===== config.mk =====
export PLATFORM = sky130hd
export DESIGN_NAME = fbc_regbank
export DESIGN_NICKNAME = d
export VERILOG_FILES = /design/src/rtl/fbc_regbank_pkg.sv /design/src/rtl/fbc_ctrl_reg.sv /design/src/rtl/fbc_pend_irq.sv /design/src/rtl/fbc_gp_bank.sv /design/src/rtl/fbc_rd_port.sv /design/src/rtl/fbc_regbank.sv
export SDC_FILE = /design/constraint.sdc
export NUM_CORES = 1
export LEC_CHECK = 0
export BUFFER_PORTS_ARGS = -buffer_cell sky130_fd_sc_hd__buf_4
export CAP_MARGIN = 10
export CORE_UTILIZATION = 61
export CTS_CLUSTER_DIAMETER = 150
export CTS_CLUSTER_SIZE = 10
export DETAILED_ROUTE_END_ITERATION = 10
export PLACE_DENSITY = 0.79
export RECOVER_POWER = 25
export SKIP_CTS_REPAIR_TIMING = 1
export SYNTH_ARGS = -nofsm -noshare
export SYNTH_HDL_FRONTEND = slang
export SYNTH_SLANG_ARGS = --single-unit

===== constraint.sdc =====
create_clock -name clk -period 2.6 [get_ports clk]
set_clock_uncertainty 0.1 [all_clocks]
set_input_delay 0.52 -clock clk [delete_from_list [all_inputs] [get_ports clk]]
set_output_delay 0.52 -clock clk [all_outputs]
set_load 0.02 [all_outputs]

===== src/rtl/fbc_regbank_pkg.sv =====
package fbc_regbank_pkg;

   // Register roles inside the owned window
   typedef enum logic [1:0] {
      SEL_NONE = 2'd0,
      SEL_CTRL = 2'd1,
      SEL_STAT = 2'd2,
      SEL_GP   = 2'd3
   } fbc_sel_e;

   localparam int unsigned CTRL_REL = 0;
   localparam int unsigned STAT_REL = 1;
   localparam int unsigned GP_REL   = 2;

   // Map an absolute byte offset to the register role it addresses
   function automatic fbc_sel_e fbc_classify(input int unsigned a,
                                             input int unsigned base,
                                             input int unsigned size);
      if (a < base || a >= base + size) return SEL_NONE;
      if (a == base + CTRL_REL)         return SEL_CTRL;
      if (a == base + STAT_REL)         return SEL_STAT;
      return SEL_GP;
   endfunction

endpackage


===== src/rtl/fbc_ctrl_reg.sv =====
module fbc_ctrl_reg #(
   parameter int DATA_W = 8
) (
   input  logic              clk,
   input  logic              rst_n,
   input  logic              we,
   input  logic [DATA_W-1:0] wdata,
   output logic [DATA_W-1:0] q
);
   always_ff @(posedge clk or negedge rst_n) begin
      if (!rst_n)  q <= '0;
      else if (we) q <= wdata;
   end
endmodule


===== src/rtl/fbc_pend_irq.sv =====
module fbc_pend_irq (
   input  logic clk,
   input  logic rst_n,
   input  logic frame_end,
   input  logic int_en,
   input  logic ack_we,
   output logic pend,
   output logic irq
);
   logic pend_q;

   // The set term is tested first, so a frame event beats a same-cycle acknowledge
   always_ff @(posedge clk or negedge rst_n) begin
      if (!rst_n)                   pend_q <= 1'b0;
      else if (frame_end && int_en) pend_q <= 1'b1;
      else if (ack_we)              pend_q <= 1'b0;
   end

   assign pend = pend_q;
   assign irq  = pend_q;
endmodule


===== src/rtl/fbc_gp_bank.sv =====
module fbc_gp_bank #(
   parameter int DATA_W = 8,
   parameter int NUM    = 14,
   localparam int IDX_W = (NUM > 1) ? $clog2(NUM) : 1
) (
   input  logic              clk,
   input  logic              rst_n,
   input  logic              we,
   input  logic [IDX_W-1:0]  wr_idx,
   input  logic [DATA_W-1:0] wdata,
   input  logic [IDX_W-1:0]  rd_idx,
   output logic [DATA_W-1:0] rdata
);
   logic [DATA_W-1:0] store [NUM];

   for (genvar g = 0; g < NUM; g++) begin : g_byte
      always_ff @(posedge clk or negedge rst_n) begin
         if (!rst_n)                                    store[g] <= '0;
         else if (we && (wr_idx == IDX_W'(g)))          store[g] <= wdata;
      end
   end

   always_comb begin
      rdata = '0;
      for (int k = 0; k < NUM; k++) begin
         if (rd_idx == IDX_W'(k)) rdata = store[k];
      end
   end
endmodule


===== src/rtl/fbc_rd_port.sv =====
module fbc_rd_port #(
   parameter int DATA_W  = 8,
   parameter int LATENCY = 1
) (
   input  logic              clk,
   input  logic              rst_n,
   input  logic [DATA_W-1:0] din,
   output logic [DATA_W-1:0] dout
);
   if (LATENCY == 0) begin : g_comb
      assign dout = din;
   end else begin : g_flop
      logic [DATA_W-1:0] hold_q;
      always_ff @(posedge clk or negedge rst_n) begin
         if (!rst_n) hold_q <= '0;
         else        hold_q <= din;
      end
      assign dout = hold_q;
   end
endmodule


===== src/rtl/fbc_regbank.sv =====
module fbc_regbank
   import fbc_regbank_pkg::*;
#(
   parameter int          ADDR_W       = 5,
   parameter int          DATA_W       = 8,
   parameter int          WIN_BASE     = 16,
   parameter int          WIN_SIZE     = 16,
   parameter int          IEN_BIT      = 7,
   parameter int          PEND_BIT     = 7,
   parameter logic [7:0]  STATUS_ID    = 8'h61,
   parameter int          READ_LATENCY = 1,
   localparam int         NUM_GP       = WIN_SIZE - 2,
   localparam int         GP_IDX_W     = (NUM_GP > 1) ? $clog2(NUM_GP) : 1
) (
   input  logic              clk,
   input  logic              rst_n,
   input  logic [ADDR_W-1:0] bus_addr,
   input  logic              bus_wr,
   input  logic [DATA_W-1:0] bus_wdata,
   output logic [DATA_W-1:0] bus_rdata,
   input  logic              frame_end,
   output logic              irq
);
   // Parameter sanity
   initial begin
      assert (DATA_W >= 8)
         else $error("fbc_regbank: DATA_W must be at least 8");
      assert (WIN_SIZE >= 3)
         else $error("fbc_regbank: window needs control, status and storage");
      assert (WIN_BASE + WIN_SIZE <= (1 << ADDR_W))
         else $error("fbc_regbank: window exceeds address space");
      assert (IEN_BIT < DATA_W && PEND_BIT < DATA_W)
         else $error("fbc_regbank: flag bit outside data width");
      assert (STATUS_ID[PEND_BIT] == 1'b0)
         else $error("fbc_regbank: id bits collide with pending flag");
      assert (READ_LATENCY == 0 || READ_LATENCY == 1)
         else $error("fbc_regbank: READ_LATENCY must be 0 or 1");
   end

   fbc_sel_e            sel;
   logic [GP_IDX_W-1:0] gp_idx;
   logic [DATA_W-1:0]   ctrl_q;
   logic [DATA_W-1:0]   gp_rdata;
   logic [DATA_W-1:0]   rd_mux;
   logic                pend;

   assign sel    = fbc_classify(32'(bus_addr), WIN_BASE, WIN_SIZE);
   assign gp_idx = GP_IDX_W'(32'(bus_addr) - WIN_BASE - GP_REL);

   fbc_ctrl_reg #(.DATA_W(DATA_W)) u_ctrl (
      .clk   (clk),
      .rst_n (rst_n),
      .we    (bus_wr && (sel == SEL_CTRL)),
      .wdata (bus_wdata),
      .q     (ctrl_q)
   );

   fbc_pend_irq u_pend (
      .clk       (clk),
      .rst_n     (rst_n),
      .frame_end (frame_end),
      .int_en    (ctrl_q[IEN_BIT]),
      .ack_we    (bus_wr && (sel == SEL_STAT)),
      .pend      (pend),
      .irq       (irq)
   );

   fbc_gp_bank #(.DATA_W(DATA_W), .NUM(NUM_GP)) u_gp (
      .clk    (clk),
      .rst_n  (rst_n),
      .we     (bus_wr && (sel == SEL_GP)),
      .wr_idx (gp_idx),
      .wdata  (bus_wdata),
      .rd_idx (gp_idx),
      .rdata  (gp_rdata)
   );

   always_comb begin
      unique case (sel)
         SEL_CTRL: rd_mux = ctrl_q;
         SEL_STAT: begin
            rd_mux           = DATA_W'(STATUS_ID);
            rd_mux[PEND_BIT] = pend;
         end
         SEL_GP:   rd_mux = gp_rdata;
         default:  rd_mux = '0;
      endcase
   end

   fbc_rd_port #(.DATA_W(DATA_W), .LATENCY(READ_LATENCY)) u_rd (
      .clk   (clk),
      .rst_n (rst_n),
      .din   (rd_mux),
      .dout  (bus_rdata)
   );
endmodule


==> run summary <==
CLOCK TREE
---------------------------------------------------------------------------------------
TritonCTS clock tree                                                               done
Clk root buf                                                               sky130_fd_sc_hd__clkbuf_8
Maximum clock path buffer count                                                       2
Clock buffers created by TritonCTS                                                   17
Register clock-pin slew on the reported worst setup and hold paths              0.06 ns
H-tree depth reported by CTS                                                          4
Clock latency reported for the late side of the worst-skew pair                 0.55 ns
Clock tree sinks                                                                    129

STA
---------------------------------------------------------------------------------------
Max-Slew Margin vs Limit                                                         34.94%
Setup repair after global routing missed its margin                               false
Fraction of the cycle the final worst path needs                                 78.13%
Final hold slack                                                             0.08318 ns
Slew of the pin with the lowest slew margin                                   0.9759 ns
Max-slew violation count                                                              0
Hold Violations, Final                                                                0
Setup-violating endpoint count in the final report                                    0
Upper clock frequency limit                                                   492.3 MHz
Period minus WS final                                                          2.031 ns

SYNTHESIS
---------------------------------------------------------------------------------------
Mapped cell area                                                              6312 um^2
Synthesized Nets                                                                    521
Sequential cell area fraction in the yosys report                                51.14%
Number of distinct library cells after synthesis                                     63
Synth warnings                                                                        0
Post-synth top area cell                                                   sky130_fd_sc_hd__dfrtp_1
Post-synthesis average cell area                                             12.55 um^2
Synthesized netlist cell count                                                      503
Synth top area share                                                             51.14%
Post-synth EDFFs                                                                      0
Synth Register Bits                                                                 129
Share of async-settable or async-resettable flops after synthesis                100.0%
Cell types occupying the most area after synthesis                         sky130_fd_sc_hd__dfrtp_1 (51%), sky130_fd_sc_hd__mux2_2 (19%), sky130_fd_sc_hd__o21ai_0 (2.1%), sky130_fd_sc_hd__mux2_4 (1.9%), sky130_fd_sc_hd__mux2i_1 (1.7%)
Main synth FF type                                                         sky130_fd_sc_hd__dfrtp_1

FINISH
---------------------------------------------------------------------------------------
Number of fill cells                                                                644
Syn-to-layout area delta                                                         19.52%
Fraction of final layout cells sized beyond drive strength 1                     42.38%
Diode count                                                                           0
Final nets                                                                          576
Multi-input gate area in the final layout                                     2927 um^2
Post-layout instance area                                                     7545 um^2
Number of standard cells in the final layout excluding fillers                      704
Flip-flop and latch area                                                      3228 um^2

POWER AND IR DROP
---------------------------------------------------------------------------------------
Power per standard cell area                                               857.5 nW/um^2
Overall Power                                                                  6.469 mW
Largest voltage drop on the vdd net                                         0.0009050 V
Pleak                                                                          3.446 nW

CRITICAL PATH
---------------------------------------------------------------------------------------
Slowest Stage Delay on Critical Path                                            0.59 ns
Worst Setup Start Kind                                                        input pin
Element type at the critical path end                                         flip-flop
Maximum fanout count along the critical path                                         18
CP arrival                                                                      2.34 ns
Slowest stage cell on the critical path                                    sky130_fd_sc_hd__or3_1
Buffer and inverter count on the worst path                                           2
Critical-path cell list                                                    buf_4 > clkinv_4 > ha_4 > or3_1 > o21ai_0 > a21o_1 > a21oi_1
Required time at the worst-slack endpoint                                       2.90 ns
Cell family with the largest share of critical-path delay                  compound AO/OA/AOI/OAI gates
Class of the most critical setup path                                         in -> reg

ROUTE
---------------------------------------------------------------------------------------
Number of design rule violations left after detail routing                            0
Count of nets left with antenna violations after detail routing                       0
Number of violations reported at the end of detailed-routing iteration 0            386
Via density per instance                                                          6.467
Post-detailed-routing wire length                                              16660 um
Drt pass-1 iters                                                                      6
DR WL/cell                                                                     23.66 um
Via total after detailed routing                                                   4553

FLOW RUN
---------------------------------------------------------------------------------------
Max-cap violations                                                                    0

GLOBAL ROUTE
---------------------------------------------------------------------------------------
Global-route wire length before repair                                         26850 um
Antenna violations before repair                                                      0
Number of global-route vias before repair                                          4771
Maximum number of pins on one net before global-route repair                         43
Total congestion overflow after global routing                                        0
Global-route usage over all layers                                               33.88%

FLOORPLANNING
---------------------------------------------------------------------------------------
Initial standard-cell utilization of the core                                    63.70%
Placeable core area                                                           9910 um^2
I/O pin count                                                                        26
Die Y-Extent                                                                   103.7 um
Number of placement rows                                                             36
Die Area                                                                     10760 um^2
Die extent in x                                                                103.7 um

PLACEMENT
---------------------------------------------------------------------------------------
Number of buffers inserted by port buffering                                         25
Post-detailed-placement cell area                                             6892 um^2
Final weighted congestion in routability-driven placement                        0.9915
Post-DP HPWL                                                                   11210 um
Placed cells                                                                        671

WORST HOLD PATH
---------------------------------------------------------------------------------------
Worst hold path class                                                         in -> reg

OUTCOME
---------------------------------------------------------------------------------------
Outcome                                                                    finished, final reports clean

metal layers:
metal / up-vias / GRT usage (%) / part of all wire [%]
li1: 1965 / - / -
met1: 2297 / 45.30 / 41
met2: 232 / 51.77 / 47
met3: 59 / 7.300 / 7.0
met4: 0 / 18.98 / 4.2
met5: - / 0 / 0
power breakdown:
group          total (mW)  switching [mW]  internal [mW]
Clock                2.62           0.909           1.71
Combinational        1.12           0.530          0.586
Sequential           2.74           0.266           2.47
Total                6.47            1.71           4.76
layout make-up:
type | count | area share [%]
clock buffers | 19 | 5.854
clock inverters | 13 | 2.753
inverters | 6 | 0.3648
multi-input cells | 334 | 38.79
flip-flops and latches | 129 | 42.79
well taps | 133 | 2.206
repair buffers | 70 | 7.247
flip-flops by register name, summed over array words and instances (netlist names):
signal      cells
u_rd.dout       8
u_pend.irq      1
u_gp.store    112
u_ctrl.q        8
worst reg2reg max path: cells and delay by family, from the launching register on:
kind,cells,cell delay (ns)
compound gates,3,0.59
flops,1,0.40
mux,1,0.48
simple gates,1,0.09
cell usage in the layout (no fill, tap or decap), drive strengths merged, types with 8 or more instances in the layout:
cell type,n
o22ai,10
mux2,122
mux2i,11
nor3,11
a21oi,17
clkbuf,21
nand2,29
nor2,21
o21ai,27
dfrtp,129
nand3,9
buf,67
clkinv,8
path summary, 6_finish.rpt:
| kind | start | endpoint | slack (ns) | cells past startpoint |
|---|---|---|---|---|
| min in group asynchronous | rst_n | u_ctrl.q[1] | 0.57 | 2 |
| worst min register to register | u_gp.store[36] | u_gp.store[36] | 0.38 | 1 |
| worst max register to register | u_gp.store[99] | u_rd.dout[3] | 0.83 | 5 |
| worst min-delay path | frame_end | u_pend.irq | 0.08 | 3 |
| max in group asynchronous | rst_n | u_gp.store[107] | 0.62 | 3 |
| worst max-delay path | bus_addr[1] | u_rd.dout[5] | 0.57 | 7 |
per-stage QoR:
step            TNS, ns  worst slack [ns]  utilization [%]
3_5_place_dp          0           0.09854            69.55
2_1_floorplan  -0.09761          -0.01407                -
4_1_cts               0            0.6285            76.10
3_3_place_gp          0            0.1331            69.55
5_1_grt               0            0.3024            76.14
6_report              0            0.5687            76.14
Yosys cell counts (4+ instances only):
cell type and count:
sky130_fd_sc_hd__mux2_2 107, sky130_fd_sc_hd__nand3_1 7, sky130_fd_sc_hd__a211oi_1 5, sky130_fd_sc_hd__mux2i_1 11, sky130_fd_sc_hd__o2bb2ai_1 5, sky130_fd_sc_hd__nand2_1 25, sky130_fd_sc_hd__inv_1 4, sky130_fd_sc_hd__nor3_4 4
sky130_fd_sc_hd__dfrtp_1 129, sky130_fd_sc_hd__o21ai_0 27, sky130_fd_sc_hd__nor3_1 7, sky130_fd_sc_hd__mux2_4 8, sky130_fd_sc_hd__a21oi_1 17, sky130_fd_sc_hd__nor2_1 17, sky130_fd_sc_hd__buf_2 15, sky130_fd_sc_hd__mux2_1 7
sky130_fd_sc_hd__o22ai_1 10, sky130_fd_sc_hd__mux4_2 4, sky130_fd_sc_hd__or3_1 5, sky130_fd_sc_hd__and3_1 5, sky130_fd_sc_hd__clkbuf_1 15
kinds of logic after synthesis:
family                   Yosys count  synth area share (%)
AND/OR/NAND/NOR                   97                 9.693
flip-flops                       129                 51.14
XOR/XNOR                           2                0.5155
multiplexers                     137                 25.41
buffers and inverters             40                 2.874
adder cells (fa/ha/maj)            1                0.1982
AO/OA/AOI/OAI                     97                 10.17
(Power assumes the default switching activity.)
